<file path="src/rtl/intc2l.sv">
module intc2l #(
  parameter int CYCLE_CLKS = 12
) (
  input  logic       clk,
  input  logic       rst_n,
  input  logic [1:0] ext_n,
  input  logic [1:0] tmr_ovf,
  input  logic       ser_req,
  input  logic       glb_en,
  input  logic [4:0] src_en,
  input  logic [4:0] src_hi,
  input  logic [1:0] ext_edge,
  input  logic       ack,
  input  logic       reti,
  output logic       irq,
  output logic       irq_hi,
  output logic [7:0] vec,
  output logic [1:0] in_svc
);
  localparam int CW = $clog2(CYCLE_CLKS);

  logic [CW-1:0] cnt;
  logic [1:0]    smp, eflag, ext_req;
  logic [4:0]    req, elig, hi_c, lo_c, pick;
  logic [2:0]    idx;
  logic          tick, take;

  assign tick = (cnt == CW'(CYCLE_CLKS - 1));

  always_ff @(posedge clk or negedge rst_n)
    if (!rst_n) cnt <= '0;
    else        cnt <= tick ? '0 : cnt + CW'(1);

  always_ff @(posedge clk or negedge rst_n)
    if (!rst_n) begin
      smp   <= 2'b11;
      eflag <= 2'b00;
    end else begin
      for (int i = 0; i < 2; i++) begin
        if (tick && ext_edge[i] && smp[i] && !ext_n[i])
          eflag[i] <= 1'b1;
        else if (!ext_edge[i] || (take && idx == 3'(2 * i)))
          eflag[i] <= 1'b0;
        if (tick) smp[i] <= ext_n[i];
      end
    end

  assign ext_req[0] = ext_edge[0] ? eflag[0] : ~smp[0];
  assign ext_req[1] = ext_edge[1] ? eflag[1] : ~smp[1];

  assign req  = {ser_req, tmr_ovf[1], ext_req[1], tmr_ovf[0], ext_req[0]};
  assign elig = req & src_en & {5{glb_en}};
  assign hi_c = elig & src_hi & {5{~in_svc[1]}};
  assign lo_c = elig & ~src_hi & {5{~in_svc[1] & ~in_svc[0]}};
  assign pick = (|hi_c) ? hi_c : lo_c;

  always_comb begin
    idx = 3'd0;
    for (int i = 4; i >= 0; i--)
      if (pick[i]) idx = 3'(i);
  end

  assign irq    = |pick;
  assign irq_hi = |hi_c;
  assign vec    = irq ? 8'h03 + {2'b00, idx, 3'b000} : 8'h00;
  assign take   = ack & irq;

  always_ff @(posedge clk or negedge rst_n)
    if (!rst_n)         in_svc <= 2'b00;
    else if (take)      in_svc[irq_hi] <= 1'b1;
    else if (reti) begin
      if (in_svc[1])    in_svc[1] <= 1'b0;
      else              in_svc[0] <= 1'b0;
    end

  p_idle_vec_r1: assert property (@(posedge clk) disable iff (!rst_n)
    !irq |-> vec == 8'h00);
  p_vec_legal_r2: assert property (@(posedge clk) disable iff (!rst_n)
    irq |-> (vec[2:0] == 3'd3 && vec <= 8'h23));
  p_global_mask_r3: assert property (@(posedge clk) disable iff (!rst_n)
    irq |-> glb_en);
  p_no_nest_r6: assert property (@(posedge clk) disable iff (!rst_n)
    in_svc[1] |-> !irq);
  p_take_hi_r7: assert property (@(posedge clk) disable iff (!rst_n)
    (ack && irq && irq_hi) |=> in_svc[1]);
  p_take_lo_r7: assert property (@(posedge clk) disable iff (!rst_n)
    (ack && irq && !irq_hi) |=> in_svc[0]);
  p_reti_order_r8: assert property (@(posedge clk) disable iff (!rst_n)
    (reti && !ack && in_svc[1]) |=> (!in_svc[1] && in_svc[0] == $past(in_svc[0])));
  p_edge_on_tick_r11: assert property (@(posedge clk) disable iff (!rst_n)
    ($rose(eflag[0]) || $rose(eflag[1])) |-> $past(tick));
endmodule

</file>
<file path="config.mk">
export PLATFORM = sky130hd
export DESIGN_NAME = intc2l
export DESIGN_NICKNAME = d
export VERILOG_FILES = /design/src/rtl/intc2l.sv
export SDC_FILE = /design/constraint.sdc
export NUM_CORES = 1
export LEC_CHECK = 0
export BUFFER_PORTS_ARGS = -buffer_cell sky130_fd_sc_hd__buf_2
export CORE_MARGIN = 2
export CORE_UTILIZATION = 47
export DETAILED_ROUTE_END_ITERATION = 10
export PLACE_DENSITY = 0.82
export SYNTH_ARGS = -nofsm -noshare
export SYNTH_HDL_FRONTEND = slang
export SYNTH_SLANG_ARGS = --single-unit
</file>
<file path="constraint.sdc">
create_clock -name clk -period 2.3 [get_ports clk]
set_clock_uncertainty 0.1 [all_clocks]
set_input_delay 0.115 -clock clk [delete_from_list [all_inputs] [get_ports clk]]
set_output_delay 0.115 -clock clk [all_outputs]
set_load 0.05 [all_outputs]
</file>
==> impl_metrics.ini, run 1 <==
[outcome]
status = finished, violations left
violations = negative setup slack

[grt]
grt_pass1_wl_um = 3340
grt_overflow = 0
grt_max_degree = 11
antenna_found_initial = 0
grt_use_total = 0.224
grt_pass1_vias = 816

[finish]
final_net_count = 158
area_delta_synth_final_pct = 43.5
final_cell_mix = buf_2, buf_4, dfrtp_1
layout.area.seq_um2 = 254
antenna_cells = 0
layout_commonest_cell = buf_2
fillers = 126
fin_area_mm2 = 0.00122
final_core_util = 0.717
multiInputGateArea_um2 = 606
drive_above_1_share = 0.515

[sta]
setup_slack_ps = -75.3
finalCritPeriodShare = 1.03
grt_setup_unrepaired = yes
hold_violations = 0
fin_crit_ps = 2380
clock.fmax_mhz = 421
setup-violations-final = 4
drv_slew = 0

[detailed_routing]
drc = 0
dr.pass1.iters = 4
wirelength_um = 2420
first_iter_violations = 26
wl_per_cell_um = 15.2
vias = 893
via_per_inst = 5.62
postRouteAntennaNets = 0

[clock_network]
clock_path_buffers = 2
clk_transition_reported_paths_ps = 70
cts-buffers-inserted = 3
htreeDepth = 1
root_buffer = clkbuf_4
tritoncts = done
clk_latency_ps = 270
cts_num_sinks = 10

[critical_path]
worstPathArrival_ps = 2160
cp-startpoint = eflag[0]
reg2reg_slack_ps = 130
crit_path_start_kind = flip-flop
required_ps = 2090
crit_fanout = 5
cpMaxStageDelayCell = or4b_4
max_stage_delay_ps = 570
critPathKind = reg -> out
crit_chain = nor2b_4, or4b_4, nand4_1, o21ai_2, or3_4, buf_6
endpoint_kind = primary output
reg2reg_from = eflag[0]

[die]
row_count = 15
start_util = 0.500
io_pins = 34
die_height_um = 46.6
dieArea_mm2 = 0.00217
coreArea_mm2 = 0.00171
dieWidth_um = 46.6

[hold_path]
hp-start = ext_n[1]
hold_path.class = in -> reg

[placed_design]
dpl_cell_area_mm2 = 0.00103
place_congestion = 0.882
dp_hpwl_um = 1660
io_buffers = 30

[yosys]
ys_warn_count = 0
synth_edf_count = 0
synth.distinct_cells = 51
synthFlopType = dfrtp_1
synthArstFlopShare = 1.00
netlist_area_um2 = 853
synth.avg_cell_area_um2 = 9.28
netlist_instances = 92
synth-seq-cells = 10
ys_seq_area_frac = 0.296

[run]
drv_cap = 0

[power]
p_leak_nw = 0.561
ir_worst_vdd_uv = 431
p_per_area_mw_per_mm2 = 562
power_mw = 0.688
==> layout make-up <==
| cell class | count | share of cell area |
|---|---|---|
| sequential | 10 | 0.207 |
| clock buffer | 4 | 0.0215 |
| timing repair buffer | 43 | 0.245 |
| tap | 25 | 0.0255 |
| inverter | 2 | 0.00613 |
| multi-input combinational | 75 | 0.494 |
==> sequential cells by signal, summed over array words and instances, names as in the netlist <==
register and count:
cnt 4, eflag 2, in_svc 2, smp 2
==> report_power, final <==
group / total, mW / internal, mW / switching, mW / leakage, nW
Sequential: 0.196 / 0.186 / 0.00951 / 0.125
Combinational: 0.369 / 0.149 / 0.219 / 0.421
Clock: 0.124 / 0.0668 / 0.0567 / 0.0150
==> cells in the mapped netlist (all sizes together) (3+ instances only) <==
| cell type | number | share of area |
|---|---|---|
| nand2 | 7 | 0.034 |
| nand3 | 4 | 0.023 |
| nand4 | 5 | 0.037 |
| buf | 7 | 0.063 |
| o21ai | 5 | 0.034 |
| nor3 | 3 | 0.018 |
| a21oi | 4 | 0.023 |
| nand2b | 3 | 0.022 |
| a21boi | 3 | 0.026 |
| nor2b | 4 | 0.038 |
| dfrtp | 8 | 0.23 |
==> logic make-up after synthesis <==
group,after synthesis,synth area share
buf+inv,9,0.0718
other cells,1,0.00439
compound gates,31,0.311
mux,2,0.0264
simple gates,38,0.276
flops,10,0.296
fa+ha+maj,1,0.0147
==> per-layer routing <==
layer  up-vias  wire [µm]  part of all wire  global-route usage
met2        42       1260              0.52               0.397
met3        10        136             0.056              0.0471
met5         -          0                 0                   0
met1       407        961              0.40               0.242
li1        434          -                 -                   -
met4         0         60             0.025               0.133
==> worst max-delay path: cells and delay by family, from the launching register on <==
kind / cells / cell delay (ps)
DFF: 1 / 400
AOI/OAI and AO/OA: 1 / 110
and+or+nand+nor: 4 / 1210
buffers and inverters: 1 / 170
==> final timing paths <==
path | endpoint | depth (start not counted)
max | vec[0] | 6
min | smp[1] | 2
max reg2reg | in_svc[1] | 7
min reg2reg | cnt[0] | 1
max in group asynchronous | smp[0] | 2
min in group asynchronous | cnt[3] | 2
==> metrics by stage <==
step                hold slack (ps)  worst slack (ps)  setup TNS, ps  instances
floorplan                      -281             -16.2          -32.5         94
global placement               -122              81.9              0        145
detailed placement             -120              53.5              0        145
CTS                           0.604             -7.42          -17.3        156
global route                   7.26              -130           -651        159
finish                         2.33             -75.3           -260        159
==> repair_timing <==
action,in CTS,in global routing
hold endpoints to repair,11,0
pin swaps,5,5
endpoints found under the setup margin,6,7
buffers inserted,5,3
gates resized for setup,12,13
hold buffers,2,0
Note: power is estimated with default switching activity, not from simulation.
==> run 2: changes to the inputs <==
--- a/config.mk
+++ b/config.mk
@@ -5,6 +5,7 @@
 export SDC_FILE = /design/constraint.sdc
 export NUM_CORES = 1
 export LEC_CHECK = 0
+export ABC_AREA = 1
 export BUFFER_PORTS_ARGS = -buffer_cell sky130_fd_sc_hd__buf_2
 export CORE_MARGIN = 2
 export CORE_UTILIZATION = 47
==> impl_metrics.ini, run 2 <==
[outcome]
status = finished, final reports clean

[finish]
multiInputGateArea_um2 = 485
drive_above_1_share = 0.400
final_cell_mix = buf_2, inv_1, nand2_1
final_net_count = 180
antenna_cells = 0
layout.area.seq_um2 = 254
final_core_util = 0.617
fin_area_mm2 = 0.00107
layout_commonest_cell = buf_2
fillers = 149
stdcell_count = 180
largest_reg_flops = 4
area_delta_synth_final_pct = 22.6
regMostFlops = cnt

[placed_design]
dp_hpwl_um = 1440
place_ws_ps = 370
io_buffers = 30
post-place-cells = 174
place_congestion = 0.849
dpl_cell_area_mm2 = 0.00101

[detailed_routing]
drt-met1-wl_um = 705
wl_per_cell_um = 9.38
dr.pass1.iters = 4
via_per_inst = 4.64
drc = 0
wirelength_um = 1690
first_iter_violations = 12
postRouteAntennaNets = 0
vias = 835
wl_met2_um = 917
wl_met3_um = 52
top_layer_used = met4

[yosys]
synth_top_area_frac = 0.230
netlist_instances = 123
synth.distinct_cells = 27
synth.avg_cell_area_um2 = 7.07
yosys-top-cells-area = dfrtp_1, inv_1, nand2_1
synth_edf_count = 0
synthArstFlopShare = 1.00
synthFlopType = dfrtp_1
ys_warn_count = 0
ys_seq_area_frac = 0.291
synth-seq-cells = 10
netlist_area_um2 = 870
yosysTopAreaCell = dfrtp_1
synthTopCellsByCount = inv_1, nand2_1, nor2_1, nand2_2

[clock_network]
clk_latency_ps = 260
clk_transition_reported_paths_ps = 60
root_buffer = clkbuf_4
tritoncts = done
cts_num_sinks = 10
clock_path_buffers = 2
htreeDepth = 1
cts-buffers-inserted = 3

[die]
start_util = 0.504
dieWidth_um = 47.0
io_pins = 34
row_count = 15
coreArea_mm2 = 0.00173
die_height_um = 47.0
dieArea_mm2 = 0.00221

[sta]
grt_setup_unrepaired = no
fin_tns_setup_ps = 0
clock.fmax_mhz = 462
holdWs_ps = 6.65
hold_violations = 0
drv_slew = 0
setup_slack_ps = 134
setup-violations-final = 0
finalCritPeriodShare = 0.942
fin_crit_ps = 2170

[run]
drv_cap = 0

[grt]
grt_pass1_vias = 809
grt_overflow = 0
antenna_found_initial = 0
grt_use_total = 0.186
grt_max_degree = 11
grt_pass1_wl_um = 2970

[critical_path]
path_buf_inv = 1
crit_top_cell = nand3_1
crit_chain = o21ai_1, nand3_1, nand2_2, nor2_4, nand3_1, nand2_1, nand3b_4, buf_2
crit_path_start_kind = flip-flop
crit_family = simple AND/OR/NAND/NOR gates
cp-startpoint = smp[0]
endpoint_kind = primary output
crit_fanout = 7
cpMaxStageDelayCell = dfstp_2
required_ps = 2090
max_stage_delay_ps = 540
reg2reg_slack_ps = 390
worstPathArrival_ps = 1950
reg2reg_from = smp[0]
critPathKind = reg -> out

[power]
power_mw = 0.555
p_per_area_mw_per_mm2 = 521
p_leak_nw = 0.633
ir_worst_vdd_uv = 395

[hold_path]
hold_path.class = in -> reg
hp-start = reti
[run 2: cells by family (layout without fill, tap and decap cells)]
kind of cell | count (synthesis) | count (layout) | share of synthesized area
other | 1 | 3 | 0.00431
flip-flops | 10 | 10 | 0.291
AND/OR/NAND/NOR | 68 | 68 | 0.439
buffers and inverters | 30 | 60 | 0.160
adder cells (fa/ha/maj) | 1 | 1 | 0.0144
AO/OA/AOI/OAI | 13 | 13 | 0.0921
[run 2: repair_timing]
action / CTS / global route
buffers inserted: 0 / 0
gates resized for setup: 0 / 2
hold buffers: 3 / 0
endpoints found under the hold margin: 13 / 0
endpoints found under the setup margin: 0 / 6
[run 2: final cells by class]
cell class	instances	share of cell area
Clock buffer	3	0.0211
Inverter	24	0.0845
Multi-Input combinational cell	85	0.455
Sequential cell	10	0.238
Tap cell	25	0.0293
Timing Repair Buffer	33	0.171
[run 2: worst min-delay path: cells and delay by family]
kind / cells / cell delay, ps
buffers and inverters: 2 / 120
AND/OR/NAND/NOR: 1 / 50
AO/OA/AOI/OAI: 1 / 50
[run 2: final timing paths]
path                              to  cells past startpoint
hold / removal             in_svc[1]                      4
setup reg to reg            eflag[0]                     10
hold reg to reg               cnt[0]                      1
max in group asynchronous     smp[1]                      2
min in group asynchronous     cnt[2]                      2
setup / recovery              vec[0]                      8
[run 2: report_power, final]
group	switching, mW	total [mW]	leakage (nW)	internal (mW)
Sequential	0.0120	0.198	0.125	0.186
Clock	0.0530	0.113	0.0138	0.0601
Combinational	0.175	0.245	0.494	0.0697
Total	0.240	0.555	0.633	0.315
[run 2: metal layers]
metal | vias to the layer above | GRT usage
li1 | 434 | -
met2 | 15 | 0.340
met3 | 2 | 0.0346
met5 | - | 0
met4 | 0 | 0.0667
met1 | 384 | 0.215
